==> src/rtl/dag_pkg.sv <==
package dag_pkg;
  localparam int PTR_W    = 16;
  localparam int PAGE_W   = 7;
  localparam int OFS_W    = 7;
  localparam int IO_AW    = 16;
  localparam int IO_PG_W  = 10;
  localparam int IO_OFS_W = IO_AW - IO_PG_W;
  localparam int DATA_AW  = PAGE_W + PTR_W;

  typedef enum logic [1:0] {
    AM_DPAGE = 2'd0,
    AM_STACK = 2'd1,
    AM_IOPG  = 2'd2,
    AM_RSVD  = 2'd3
  } am_mode_e;

  typedef enum logic [2:0] {
    RS_DP  = 3'd0,
    RS_DPG = 3'd1,
    RS_SP  = 3'd2,
    RS_SPG = 3'd3,
    RS_IOP = 3'd4
  } reg_sel_e;

  // page number on top, in-page sum wrapped to PTR_W bits below
  function automatic logic [DATA_AW-1:0] page_join(
    input logic [PAGE_W-1:0] page,
    input logic [PTR_W-1:0]  ptr,
    input logic [OFS_W-1:0]  ofs
  );
    logic [PTR_W-1:0] sum;
    sum = ptr + {{(PTR_W-OFS_W){1'b0}}, ofs};
    return {page, sum};
  endfunction

  function automatic logic [IO_AW-1:0] io_join(
    input logic [IO_PG_W-1:0]  pg,
    input logic [IO_OFS_W-1:0] ofs
  );
    return {pg, ofs};
  endfunction
endpackage

==> src/rtl/dag_ptr_regs.sv <==
module dag_ptr_regs
  import dag_pkg::*;
#(
  parameter int P_PTR_W   = PTR_W,
  parameter int P_PAGE_W  = PAGE_W,
  parameter int P_IO_PG_W = IO_PG_W
) (
  input  logic                 clk,
  input  logic                 rst_n,
  input  logic                 wr_en,
  input  logic [2:0]           wr_sel,
  input  logic [P_PTR_W-1:0]   wr_data,
  output logic [P_PTR_W-1:0]   dp_q,
  output logic [P_PAGE_W-1:0]  dph_q,
  output logic [P_PTR_W-1:0]   sp_q,
  output logic [P_PAGE_W-1:0]  sph_q,
  output logic [P_IO_PG_W-1:0] iop_q
);
  localparam int IO_LSB = P_PTR_W - P_IO_PG_W;

  always_ff @(posedge clk) begin
    if (!rst_n) begin
      dp_q  <= '0;
      dph_q <= '0;
      sp_q  <= '0;
      sph_q <= '0;
      iop_q <= '0;
    end else if (wr_en) begin
      case (reg_sel_e'(wr_sel))
        RS_DP:   dp_q  <= wr_data;
        RS_DPG:  dph_q <= wr_data[P_PAGE_W-1:0];
        RS_SP:   sp_q  <= wr_data;
        RS_SPG:  sph_q <= wr_data[P_PAGE_W-1:0];
        RS_IOP:  iop_q <= wr_data[P_PTR_W-1:IO_LSB];
        default: ;
      endcase
    end
  end
endmodule

==> src/rtl/dag_ea_calc.sv <==
module dag_ea_calc
  import dag_pkg::*;
(
  input  logic                 req_valid,
  input  logic [1:0]           req_mode,
  input  logic [OFS_W-1:0]     req_ofs,
  input  logic [PTR_W-1:0]     dp_q,
  input  logic [PAGE_W-1:0]    dph_q,
  input  logic [PTR_W-1:0]     sp_q,
  input  logic [PAGE_W-1:0]    sph_q,
  input  logic [IO_PG_W-1:0]   iop_q,
  output logic                 hit_data,
  output logic                 hit_io,
  output logic [DATA_AW-1:0]   data_ea,
  output logic [IO_AW-1:0]     io_ea
);
  always_comb begin
    hit_data = 1'b0;
    hit_io   = 1'b0;
    data_ea  = page_join(dph_q, dp_q, req_ofs);
    io_ea    = io_join(iop_q, req_ofs[IO_OFS_W-1:0]);
    case (am_mode_e'(req_mode))
      AM_DPAGE: hit_data = req_valid;
      AM_STACK: begin
        hit_data = req_valid;
        data_ea  = page_join(sph_q, sp_q, req_ofs);
      end
      AM_IOPG:  hit_io = req_valid;
      default:  ;
    endcase
  end
endmodule

==> src/rtl/dag_ea_hold.sv <==
module dag_ea_hold
  import dag_pkg::*;
(
  input  logic               clk,
  input  logic               rst_n,
  input  logic               hit_data,
  input  logic               hit_io,
  input  logic [DATA_AW-1:0] data_ea,
  input  logic [IO_AW-1:0]   io_ea,
  output logic [DATA_AW-1:0] data_addr,
  output logic               data_stb,
  output logic [IO_AW-1:0]   io_addr,
  output logic               io_stb
);
  always_ff @(posedge clk) begin
    if (!rst_n) begin
      data_addr <= '0;
      io_addr   <= '0;
      data_stb  <= 1'b0;
      io_stb    <= 1'b0;
    end else begin
      data_stb <= hit_data;
      io_stb   <= hit_io;
      if (hit_data) data_addr <= data_ea;
      if (hit_io)   io_addr   <= io_ea;
    end
  end
endmodule

==> src/rtl/dag_direct.sv <==
module dag_direct
  import dag_pkg::*;
(
  input  logic               clk,
  input  logic               rst_n,
  input  logic               req_valid,
  input  logic [1:0]         req_mode,
  input  logic [OFS_W-1:0]   req_ofs,
  input  logic               wr_en,
  input  logic [2:0]         wr_sel,
  input  logic [PTR_W-1:0]   wr_data,
  output logic [DATA_AW-1:0] data_addr,
  output logic               data_stb,
  output logic [IO_AW-1:0]   io_addr,
  output logic               io_stb
);
  logic [PTR_W-1:0]   dp_q;
  logic [PAGE_W-1:0]  dph_q;
  logic [PTR_W-1:0]   sp_q;
  logic [PAGE_W-1:0]  sph_q;
  logic [IO_PG_W-1:0] iop_q;
  logic               hit_data;
  logic               hit_io;
  logic [DATA_AW-1:0] data_ea;
  logic [IO_AW-1:0]   io_ea;

  dag_ptr_regs u_regs (
    .clk     (clk),
    .rst_n   (rst_n),
    .wr_en   (wr_en),
    .wr_sel  (wr_sel),
    .wr_data (wr_data),
    .dp_q    (dp_q),
    .dph_q   (dph_q),
    .sp_q    (sp_q),
    .sph_q   (sph_q),
    .iop_q   (iop_q)
  );

  dag_ea_calc u_calc (
    .req_valid (req_valid),
    .req_mode  (req_mode),
    .req_ofs   (req_ofs),
    .dp_q      (dp_q),
    .dph_q     (dph_q),
    .sp_q      (sp_q),
    .sph_q     (sph_q),
    .iop_q     (iop_q),
    .hit_data  (hit_data),
    .hit_io    (hit_io),
    .data_ea   (data_ea),
    .io_ea     (io_ea)
  );

  dag_ea_hold u_hold (
    .clk       (clk),
    .rst_n     (rst_n),
    .hit_data  (hit_data),
    .hit_io    (hit_io),
    .data_ea   (data_ea),
    .io_ea     (io_ea),
    .data_addr (data_addr),
    .data_stb  (data_stb),
    .io_addr   (io_addr),
    .io_stb    (io_stb)
  );
endmodule

==> config.mk <==
export PLATFORM = sky130hd
export DESIGN_NAME = dag_direct
export DESIGN_NICKNAME = d
export VERILOG_FILES = /design/src/rtl/dag_pkg.sv /design/src/rtl/dag_ptr_regs.sv /design/src/rtl/dag_ea_calc.sv /design/src/rtl/dag_ea_hold.sv /design/src/rtl/dag_direct.sv
export SDC_FILE = /design/constraint.sdc
export NUM_CORES = 1
export LEC_CHECK = 0
export BUFFER_PORTS_ARGS = -buffer_cell sky130_fd_sc_hd__buf_2
export CORE_MARGIN = 3
export CORE_UTILIZATION = 45
export CTS_CLUSTER_SIZE = 8
export DETAILED_ROUTE_END_ITERATION = 8
export GPL_TIMING_DRIVEN = 0
export HOLD_SLACK_MARGIN = 0.06
export PLACE_DENSITY = 0.76
export SYNTH_ARGS = -nofsm -noshare
export SYNTH_HDL_FRONTEND = slang
export SYNTH_SLANG_ARGS = --single-unit
==> constraint.sdc <==
create_clock -name clk -period 5.35 [get_ports clk]
set_input_delay 0.535 -clock clk [delete_from_list [all_inputs] [get_ports clk]]
set_output_delay 0.535 -clock clk [all_outputs]
set_load 0.02 [all_outputs]
* After elaboration in Yosys (flattened, before gate mapping)
Index checks and enable logic that the tools add are counted.
W data, S select, Z words.
** Operators by class
- Add/subtract/negate cells :: 2
- Eq/ne operators :: 6
- Mux-type cells :: 3
- Reductions and logical operators :: 8
** Operator list (count)
- $add A16 B7 Y16 :: 2
- $mux W23 :: 1
- $reduce_and A2 Y1 :: 5
- $eq A3 B2 Y1 const B :: 2
- $eq A3 B1 Y1 const B :: 1
- $eq A3 B3 Y1 const B :: 1
- $logic_not A3 Y1 :: 1
- $eq A2 B1 Y1 const B :: 1
- $eq A2 B2 Y1 const B :: 1
- $logic_not A2 Y1 :: 1
- $mux W1 :: 2
- $reduce_or A2 Y1 :: 1
** Storage, ports and cells
- Flip-flop bits (word level) :: 97
- Bits of input ports :: 32
- Output and inout bits :: 41
- Logic and storage cells :: 28

* Logic depth before layout (Yosys ltp)
Gate-level depths: netlist (run 1).
- Word-level depth :: 3
- Mapped depth :: 12
- Depth with buffers taken out :: 9

* Modules after synthesis
From an unflattened synthesis (run 1), not the netlist that was laid out.
** Unflattened totals
- Cells, all modules :: 451
- Area, all modules :: 4636.9 um^2
** Modules (own cells, without submodules)
- dag_ptr_regs :: instances 1, cells each 204, area an instance 2117.0 um^2, seq. area each 1121.1 um^2
- dag_ea_hold :: instances 1, cells each 130, area an instance 1566.5 um^2, seq. area each 820.8 um^2
- dag_ea_calc :: instances 1, cells each 117, area an instance 953.4 um^2, seq. area each 0.0 um^2

* Worst setup path after synthesis (run 1)
No wires, ideal clock.
- Kind :: input -> register
- From :: input req_mode[0]
- To :: register u_hold.data_addr[11]
- Setup time :: 0.122 ns
- Arrival :: 2.903 ns
- Required time :: 5.228 ns
- Slack :: 2.325 ns
- Stages on the path :: 11
- Buffers on the path :: 3
- Cells stage by stage :: nor2b_1 > buf_6 > buf_6 > buf_4 > mux2_2 > ha_1 > a21oi_1 > a211oi_1 > nor2_1 > o31a_1 > a311o_1
** On the way
- Word-level cells in the longest chain between the ends :: 3
- Elaborated cells on any way between the ends :: 5
- Those cells by class :: eq/ne (1); mux (2); reduce/logical (2)
** Ends and longest elaborated chain
- from (decl) :: line dag_direct.sv:7 : input logic [1:0] req_mode,
- $eq A2 B1 Y1 or $logic_not A2 Y1 (tied branches)
- $reduce_or A2 Y1 (no source line)
- $mux W1 :: line dag_ea_calc.sv:22 : case (am_mode_e'(req_mode))
- to (signal assigned) :: line dag_ea_hold.sv:24 : if (hit_data) data_addr <= data_ea;
- to (decl) :: line dag_ea_hold.sv:10 : output logic [DATA_AW-1:0] data_addr,
Parallel ways exist; a longest one is shown, timed or not.
A chain may end at the register's enable or synchronous reset.

* Worst setup path in the final report (run 1)
- From :: input req_mode[1]
- To :: register u_hold.data_addr[15]
Same word-level chain as after synthesis.

==> results of run 1 <==
==> final cells by class <==
type | count | area [um2] | share of cell area, %
Multi-Input combinational cell | 379 | 2317 | 45.39
Sequential cell | 97 | 1942 | 38.04
Timing Repair Buffer | 71 | 355.3 | 6.961
Tap cell | 129 | 161.4 | 3.162
Buffer | 31 | 140.1 | 2.745
Clock buffer | 9 | 123.9 | 2.426
Clock inverter | 7 | 61.31 | 1.201
Inverter | 1 | 3.754 | 0.07353
==> how the worst max path moves through the flow <==
stage	endpoint	slack, ns	cells after the start
floorplan	u_hold.data_addr[11]	2.32	11
global placement	u_hold.data_addr[15]	1.85	12
detailed placement	u_hold.data_addr[15]	1.85	12
CTS	u_hold.data_addr[15]	2.21	12
global route	u_hold.data_addr[15]	2.04	12
finish	u_hold.data_addr[15]	2.17	12
==> cells in the final DEF, fill, tap and decap left out, drive strengths merged, types with 2 or more instances in the layout <==
| cell | instances |
|---|---|
| inv | 3 |
| xnor2 | 5 |
| o21ai | 7 |
| dfxtp | 97 |
| ha | 8 |
| a311o | 2 |
| a21boi | 60 |
| nor3 | 2 |
| nor4 | 2 |
| clkinv | 3 |
| clkbuf | 32 |
| a21o | 3 |
| nor2 | 10 |
| and2 | 6 |
| buf | 79 |
| mux2i | 36 |
| nand2b | 2 |
| nand2 | 160 |
| nand4 | 2 |
| mux2 | 9 |
| and3 | 3 |
| clkinvlp | 2 |
| nand3 | 11 |
| o311ai | 2 |
| o211a | 8 |
| or2 | 2 |
| a211oi | 2 |
| o211ai | 2 |
| a21oi | 6 |
| nor2b | 17 |
| o21a | 2 |
==> metal layers <==
metal  vias up  wire length [um]  global-route usage (%)
li1       1873                 -                       -
met1      1721              5236                   27.35
met2        97              4965                   32.72
met3        12               666                   5.188
met4         0               129                   5.623
met5         -                 0                       0
==> flip-flops by register name, summed over array words and instances, names as in the netlist <==
name              flops
u_hold.io_addr       16
u_hold.data_stb       1
u_regs.dp_q          16
u_regs.dph_q          7
u_regs.sph_q          7
u_regs.sp_q          16
u_regs.iop_q         10
u_hold.io_stb         1
u_hold.data_addr     23
==> cells by family (layout without fill, tap and decap cells) <==
kind of cell	after synthesis	after routing	synth area share (%)
buffers and inverters	32	119	3.268
flip-flops	97	97	44.10
AND/OR/NAND/NOR	219	219	21.14
XOR/XNOR	6	6	1.194
AO/OA/AOI/OAI	100	100	16.99
adder cells (fa/ha/maj)	9	9	2.728
multiplexers	45	45	10.57
==> through the flow <==
stage          worst slack (ns)  power, uW  hold WS, ns  cells  utilization [%]
3_5_place_dp              1.849      907.3       0.4537    708            52.50
5_1_grt                   2.043       1400       0.4194    724            54.47
3_3_place_gp              1.847      903.5       0.4406    708            52.50
6_report                  2.167       1349       0.4274    724            54.47
4_1_cts                   2.210       1354       0.4205    724            54.47
2_1_floorplan             2.325      853.3       0.4310    508                -
==> power groups by stage <==
stage	Clock, uW	Combinational (uW)	Sequential, uW
3_3_place_gp	0	137	766
4_1_cts	463	141	750
2_1_floorplan	0	76.4	777
3_5_place_dp	0	140	767
5_1_grt	492	154	753
6_report	458	141	751
==> tightest hold or removal path, cell delays in order <==
cell	delay [ns]
buf_2	0.12
nand2_1	0.05
a21boi_0	0.06
==> metrics, run 1 <==
critical path's top delay family=simple AND/OR/NAND/NOR gates; VDD IR max=between 0.1 and 0.15 mV; Int Power=972.3 uW; fin area=5105 um2; Clk network pwr share=33.9%; core area=roughly 9400 um2; gr usage total=between 20% and 30%; status=finished clean; area share of the largest cell type after synthesis=44.10%; final wirelength=approximately 11 mm; Clk Latency, worst-skew pair=~0.37 ns; setup bufs post-CTS=0; Die ar.=11010 um2; initial core utilization=46.98%; number of CTS-inserted buffers=9; pin slew with the least headroom to its limit=about 0.67 ns; Mapped Cells=approximately 500; Lkg Pwr=approximately 0.0021 uW; Sw Pwr=approximately 380 uW; Sinks on Clock Net=97; WP data required=between 5 and 6 ns; Seq/Total Area, Yosys=between 40 and 50%; most common flop cell mapped by yosys=dfxtp_1; fin crit period=between 3 and 4 ns; Critical Path Fanout Max=10; post-synthesis cell type count=44; number of inserted diodes=0; RSZ-0062 raised after global routing=false; share of layout cells above drive strength 1=between 15 and 20%; pin count of the biggest net entering global routing=19; Pins Over Slew Limit=0; slew margin rel.=a little under three fifths; CTS tree=done; Syn Nets=roughly 550; WP data arrival=about 3.5 ns; filler instances=~860; CP Launch Type=input pin; vias per cell=5.115; residual DRC count=0; Yosys warnings=0; FF+latch count, synth=a little under 100; CP Class=in2reg; placed cell areas=a little under 5000 um2; most used cell, CP=buf_6; Post-DP HPWL=~8.3 mm; I/O Buffers=71; hold bufs inserted after CTS=0; fmax=~310 MHz; Post-Syn Area=about 4400 um2; row count=35; worst reg2reg path endpoint=u_hold.data_addr[15]; post-CTS sizing=0; DR pass1 iterations=7; Die X=roughly 100 um; CTS clock-pin slew for the worst setup and hold paths=roughly 0.1 ns; H-tree depth=3; Final period util=59.50%; vias in the first global route=3773; slowest CP cell=nor4_1; drt wl/cell=approximately 15 um; synth-to-layout area growth=15.94%; synth top area cells=dfxtp_1 44%, nand2_1 14%, a21boi_0 9.7%, mux2i_1 8.0%, nor2b_1 2.4%; Final ANT Viol Nets=0; Post-synth EDFFs=0; Fin Setup TNS=0 ns; grt ovf=0; Setup Skew=between 0.008 and 0.009 ns; DRT iter0 DRCs=roughly 220; first-pass GRT wire length=18.22 mm; most frequent cells after synthesis=160 x nand2_1, 97 x dfxtp_1, 57 x a21boi_0; CP peak stage delay=0.47 ns; crit path cell chain=buf_2 -> nor2b_1 -> buf_6 -> buf_6 -> buf_4 -> mux2_2 -> ha_1 -> a21oi_1 -> a211oi_1 -> nor2_1 -> nor4_1 -> mux2i_1; Net count, final=about 630; cell taking the most area after synthesis=dfxtp_1; syn_area_per_cell=8.667 um2; Worst Hold Path EP=u_regs.dp_q[14]; Max-cap violations=0; setup slack, reg-to-reg=just under 3 ns; CP endpoint kind=flop; Setup-failing EPs final=0; Die Ht=104.9 um; Power Dens Cells=264.2 nW/um2; clk buf depth=2; Flop pwr share=around 56%; Hold WC Path Type=in2reg; reg2reg path depth=7; WHS Path Cells=3; Sw Share=roughly 28%; reg2reg start=u_regs.sp_q[2]; critical hold path startpoint=wr_data[14]; antenna violations before repair=0; most common cell in the netlist=nand2_1; # IOs=73; Worst setup startpoint=req_mode[1]; Comb power frac=a little over a tenth; Final Hold Vio Count=0; via count=between 3k and 4k; Async SR Flop Fraction=0%; GPL Wtd Cong=between 0.9 and 1; clk root buf=clkbuf_8; CP bufs+invs=4
Power figures use the tool's default switching activity.
==> run 2: changes to the inputs <==
--- a/config.mk
+++ b/config.mk
@@ -12,7 +12,7 @@
 export DETAILED_ROUTE_END_ITERATION = 8
 export GPL_TIMING_DRIVEN = 0
 export HOLD_SLACK_MARGIN = 0.06
-export PLACE_DENSITY = 0.76
+export PLACE_DENSITY = 0.79
 export SYNTH_ARGS = -nofsm -noshare
 export SYNTH_HDL_FRONTEND = slang
 export SYNTH_SLANG_ARGS = --single-unit
==> constraint.sdc (replaced) <==
create_clock -name clk -period 2.8 [get_ports clk]
set_input_delay 0.28 -clock clk [delete_from_list [all_inputs] [get_ports clk]]
set_output_delay 0.28 -clock clk [all_outputs]
set_load 0.02 [all_outputs]
==> run 2 against run 1 <==
Net effect: via count is 0.70% higher; sequential share of layout area decreased by 0.13 points; final area is 0.34% higher; final cell count is the same; worst hold slack lost 0.26 ns; register-to-register slack got worse by 2.5 ns; highest routed layer unchanged.
==> metrics, run 2 (synthesis gave the netlist of run 1 again) <==
status=finished clean; most frequent cells in the layout=160 x nand2_1, 97 x dfxtp_1, 75 x buf_2; clk root buf=clkbuf_8; clk buf depth=2 (unchanged); residual DRC count=0 (unchanged); vias per cell=5.151 (+0.70%); antenna violations before repair=0 (unchanged); hold bufs inserted after CTS=0 (unchanged); grt ovf=0 (unchanged); number of inserted diodes=0 (unchanged); drt wl/cell=14.86 um (-2.2%); final wirelength=10.76 mm (-2.2%); Max-cap violations=0 (unchanged); register area=1942 um2 (unchanged); slew margin rel.=60.43% (+5.1 points); CTS clock-pin slew for the worst setup and hold paths=0.11 ns (about the same); number of CTS-inserted buffers=9 (unchanged); Final ANT Viol Nets=0 (unchanged); WP data arrival=2.95 ns (-0.54 ns); Setup-failing EPs final=0 (unchanged); Design Power=2598 uW (+93%); placed cell areas=4920 um2 (unchanged); Die Ht=104.9 um (unchanged); fmax=approximately 370 MHz; Power Dens Cells=507.2 nW/um2 (+92%); vias in the first global route=3692 (-2.1%); Flop pwr share=55.2% (-0.4 points); # IOs=73 (unchanged); row count=35 (unchanged); share of layout cells above drive strength 1=18.32% (+0.34 points); Final period util=~95%; initial core utilization=46.98% (unchanged); H-tree depth=3 (unchanged); Setup Skew=0.01017 ns (+0.001957 ns); gr usage total=20.03% (-0.38 points); CTS tree=done; RSZ-0062 raised after global routing=false; Sw Share=28.10% (+0.18 points); core area=9371 um2 (unchanged); GPL Wtd Cong=0.9004 (-4.4%); Clk network pwr share=34.5% (+0.6 points); Lkg Pwr=0.002100 uW (+0.41%); area of the multi-input gates=2328 um2 (+0.49%); WP data required=3.07 ns (-2.59 ns); Final Hold Vio Count=0 (unchanged); max reg flops=23 (unchanged); Die X=104.9 um (unchanged); CP Launch Type=input pin; Comb power frac=10.3% (about the same); pin slew with the least headroom to its limit=0.5936 ns (-0.07410 ns); Int Power=1868 uW (+92%); DRT iter0 DRCs=180 (-16%); fin util=54.66% (+0.19 points); commonest non-fill, non-tap cell in the layout=nand2_1; VDD IR max=0.2982 mV (+170%); fin area=5122 um2 (+0.34%); Pins Over Slew Limit=0 (unchanged); first-pass GRT wire length=17.80 mm (-2.3%); Net count, final=631 (unchanged); Clk Latency, worst-skew pair=0.38 ns (about the same); Sw Pwr=730.0 uW (+94%); via count=3729 (+0.70%); Critical Path Fanout Max=19 (+9); filler instances=850 (-1.6%); DR pass1 iterations=6 (-1); fin crit period=approximately 2.7 ns; I/O Buffers=71 (unchanged); pin count of the biggest net entering global routing=20 (+1); Die ar.=11010 um2 (unchanged); Fin Setup TNS=0 ns (unchanged); synth-to-layout area growth=16.34%; Sinks on Clock Net=97 (unchanged); CP Class=in2reg; Post-DP HPWL=8.221 mm (-1.3%); Hold WC Path Type=in2reg; CP endpoint kind=flop; Top reg by flops=u_hold.data_addr
[run 2: cell types whose count changed in the layout (fill, tap and decap cells not counted)]
cell        before  now
a211oi_1         2    1
inv_8            1    3
a211oi_2         0    1
clkinv_4         2    1
nor4_1           2    1
clkinvlp_4       2    1
nor4_2           0    1
[run 2: routing by layer]
| layer | track usage, % | up-vias | part of all wire, % |
|---|---|---|---|
| li1 | - | 1877 | - |
| met1 | 25.74 | 1738 | 46 |
| met2 | 32.77 | 95 | 46 |
| met3 | 5.003 | 19 | 5.8 |
| met4 | 6.935 | 0 | 2.2 |
| met5 | 0 | - | 0 |
[run 2: worst max-delay path, stage by stage]
cell and delay (ns):
buf_2 0.10, nor2b_1 0.18, buf_6 0.16, buf_6 0.22
mux2_2 0.38, ha_1 0.36, nand3_1 0.16, a211oi_2 0.31
nor2_1 0.16, o31a_1 0.32, a311o_1 0.31
[run 2: repair_timing]
item                                    CTS  global route
endpoints found under the setup margin    2             2
gates resized for setup                   2             0
pin swaps                                 0             1
setup buffers                             0             1
[run 2: worst paths after layout]
kind | start | endpoint | slack (ns) | cells after the start
min reg2reg | u_regs.dp_q[5] | u_regs.dp_q[5] | 0.46 | 2
min | wr_data[11] | u_regs.sp_q[11] | 0.17 | 3
max reg2reg | u_regs.sp_q[2] | u_hold.data_addr[11] | 0.47 | 7
max | req_mode[0] | u_hold.data_addr[11] | 0.13 | 11
[run 2: area by class of cell]
type	count	share of cell area, %
Sequential cell	97	37.91
Inverter	1	0.07328
Multi-Input combinational cell	379	45.46
Buffer	30	2.589
Clock buffer	9	2.418
Clock inverter	7	1.319
Tap cell	129	3.151
Timing Repair Buffer	72	7.084
[run 2: power by group through the flow]
stage	Clock (uW)	Sequential [uW]	Combinational, uW
after floorplan	0	1480	146
after global placement	0	1460	260
after detailed placement	0	1470	265
after CTS	919	1430	268
after global routing	965	1440	293
final	897	1430	267
[run 2: per-stage QoR]
step	worst slack (ns)	hold WS, ns	instances
after floorplan	0.02981	0.4148	508
after global placement	-0.4568	0.4388	708
after detailed placement	-0.4687	0.4454	708
after CTS	0.07703	0.1465	724
after global routing	0.004526	0.1605	724
final	0.1286	0.1663	724
==> run 3: changes to the inputs <==
--- a/config.mk
+++ b/config.mk
@@ -8,9 +8,10 @@
 export BUFFER_PORTS_ARGS = -buffer_cell sky130_fd_sc_hd__buf_2
 export CORE_MARGIN = 3
 export CORE_UTILIZATION = 45
+export CTS_BUF_LIST = sky130_fd_sc_hd__clkbuf_16
 export CTS_CLUSTER_SIZE = 8
 export DETAILED_ROUTE_END_ITERATION = 8
-export GPL_TIMING_DRIVEN = 0
+export GPL_TIMING_DRIVEN = 1
 export HOLD_SLACK_MARGIN = 0.06
 export PLACE_DENSITY = 0.79
 export SYNTH_ARGS = -nofsm -noshare
==> run 3 against run 2 <==
Net effect: non-clock buffer count down 19; clock-buffer cell count unchanged; final cell count down 2.6%; flip-flop and latch count unchanged; global-route usage down 0.81 points; total power up 12%; combinational power down 3%; first-iteration DRC count up 6.7%; register-to-register slack better by 0.04 ns.
==> metrics, run 3 (synthesis gave the netlist of run 1 again) <==
status=finished clean; commonest non-fill, non-tap cell in the layout=nand2_1; Setup-failing EPs final=0 (unchanged); clk root buf=clkbuf_16; Die ar.=11010 um2 (unchanged); Die X=104.9 um (unchanged); Max-cap violations=0 (unchanged); vias in the first global route=3578 (-3.1%); slowest CP cell=mux2_2; WP data required=3.03 ns (-0.04 ns); Power Dens Cells=563.1 nW/um2 (+11%); CP peak stage delay=0.38 ns (about the same); share of layout cells above drive strength 1=19.62% (+1.3 points); most frequent cells in the layout=160 x nand2_1, 97 x dfxtp_1, 72 x buf_2; I/O Buffers=72 (+1.4%); Setup Skew=0.006931 ns (-0.003240 ns); residual DRC count=0 (unchanged); Post-Place Cells=689 (-2.7%); # IOs=73 (unchanged); Sinks on Clock Net=97 (unchanged); pin slew with the least headroom to its limit=0.7866 ns (+0.1930 ns); row count=35 (unchanged); max reg flops=23 (unchanged); antenna violations before repair=0 (unchanged); number of CTS-inserted buffers=9 (unchanged); via count=3615 (-3.1%); gr usage total=19.22% (-0.81 points); VDD IR max=0.2973 mV (-0.30%); Final period util=86.22% (-9.2 points); DRT iter0 DRCs=192 (+6.7%); filler instances=910 (+7.1%); fin crit period=2.414 ns (-0.2573 ns); vias per cell=5.128 (-0.44%); fmax=414.2 MHz (+11%); non-filler instance count after layout=705 (-2.6%); crit path cell chain=buf_2 -> nor2b_2 -> mux2_2 -> ha_1 -> nand3_1 -> a211oi_1 -> nor2_1 -> o31a_1 -> a311o_1; Critical Path Fanout Max=6 (-13); CP Class=in2reg; initial core utilization=46.98% (unchanged); H-tree depth=3 (unchanged); grt ovf=0 (unchanged); final wirelength=10.48 mm (-2.6%); number of inserted diodes=0 (unchanged); core area=9371 um2 (unchanged); CTS tree=done; RSZ-0062 raised after global routing=false; pin count of the biggest net entering global routing=98 (+390%); setup bufs post-CTS=0 (unchanged); Final Hold Vio Count=0 (unchanged); Hold WC Path Type=in2reg; slew margin rel.=47.56% (-13 points); clk buf depth=2 (unchanged); Post-DP HPWL=7.689 mm (-6.5%); DR pass1 iterations=4 (-2); Lkg Pwr=0.002142 uW (+2.0%); hold bufs inserted after CTS=0 (unchanged); drt wl/cell=14.87 um (about the same); synth-to-layout area growth=17.33%; Final ANT Viol Nets=0 (unchanged); first-pass GRT wire length=17.46 mm (-1.9%); WP data arrival=2.64 ns (-0.31 ns); Fin Setup TNS=0 ns (unchanged); Die Ht=104.9 um (unchanged); CTS clock-pin slew for the worst setup and hold paths=0.07 ns (-0.04 ns); CP Launch Type=input pin; Pins Over Slew Limit=0 (unchanged); Net count, final=612 (-3.0%); GPL Wtd Cong=0.8202 (-8.9%); post-CTS sizing=0 (-2); Clk Latency, worst-skew pair=0.34 ns (-0.04 ns); Top reg by flops=u_hold.data_addr; CP endpoint kind=flop
-- run 3: changes by cell type in the layout (fill, tap and decap cells not counted), sizes merged --
cell / before / now
inv: 5 / 4
clkbuf: 32 / 9
clkinv: 2 / 4
clkinvlp: 1 / 0
buf: 79 / 83
-- run 3: final timing paths --
kind,from,to,slack [ns],cells after the start
setup / recovery,req_mode[1],u_hold.data_addr[11],0.39,9
hold reg to reg,u_hold.data_addr[0],u_hold.data_addr[0],0.46,2
hold / removal,wr_data[15],u_regs.iop_q[9],0.21,3
setup reg to reg,u_regs.sp_q[2],u_hold.data_addr[11],0.51,7
-- run 3: per-layer routing --
layer	up-vias	track usage, %	part of all wire (%)
met2	78	30.16	45
li1	1849	-	-
met1	1681	27.37	50
met3	7	2.656	4.8
met4	0	5.998	0.74
met5	-	0	0
-- run 3: metrics by stage --
| step | area, um2 | util, % | worst slack, ns | hold slack [ns] | power [uW] |
|---|---|---|---|---|---|
| global route | 5166 | 55.13 | 0.2300 | 0.2211 | 3024 |
| global placement | 4870 | 51.96 | 0.06480 | 0.4490 | 1719 |
| detailed placement | 4870 | 51.96 | 0.02003 | 0.4501 | 1726 |
| floorplan | 4403 | - | 0.02981 | 0.4148 | 1630 |
| CTS | 5166 | 55.13 | 0.3937 | 0.2044 | 2935 |
| finish | 5166 | 55.13 | 0.3859 | 0.2136 | 2909 |
-- run 3: area by class of cell --
type / count / area, um2 / share of cell area [%]
multi-input combinational: 379 / 2320 / 44.90
timing repair buffer: 83 / 442.9 / 8.574
clock inverter: 7 / 71.32 / 1.380
inverter: 1 / 3.754 / 0.07266
tap: 129 / 161.4 / 3.124
clock buffer: 9 / 225.2 / 4.359
sequential: 97 / 1942 / 37.59
-- run 3: report_power, final --
group / internal [uW] / switching [uW] / total (uW)
Sequential: 1410 / 20.4 / 1430
Combinational: 105 / 155 / 259
Clock: 630 / 586 / 1220
Total: 2150 / 761 / 2910
-- run 3: worst max-delay path: cells and delay by family --
family,cells,cell delay (ns)
adders and majority gates,1,0.34
buffers and inverters,1,0.12
muxes,1,0.38
and+or+nand+nor,3,0.57
AOI/OAI and AO/OA,3,0.96
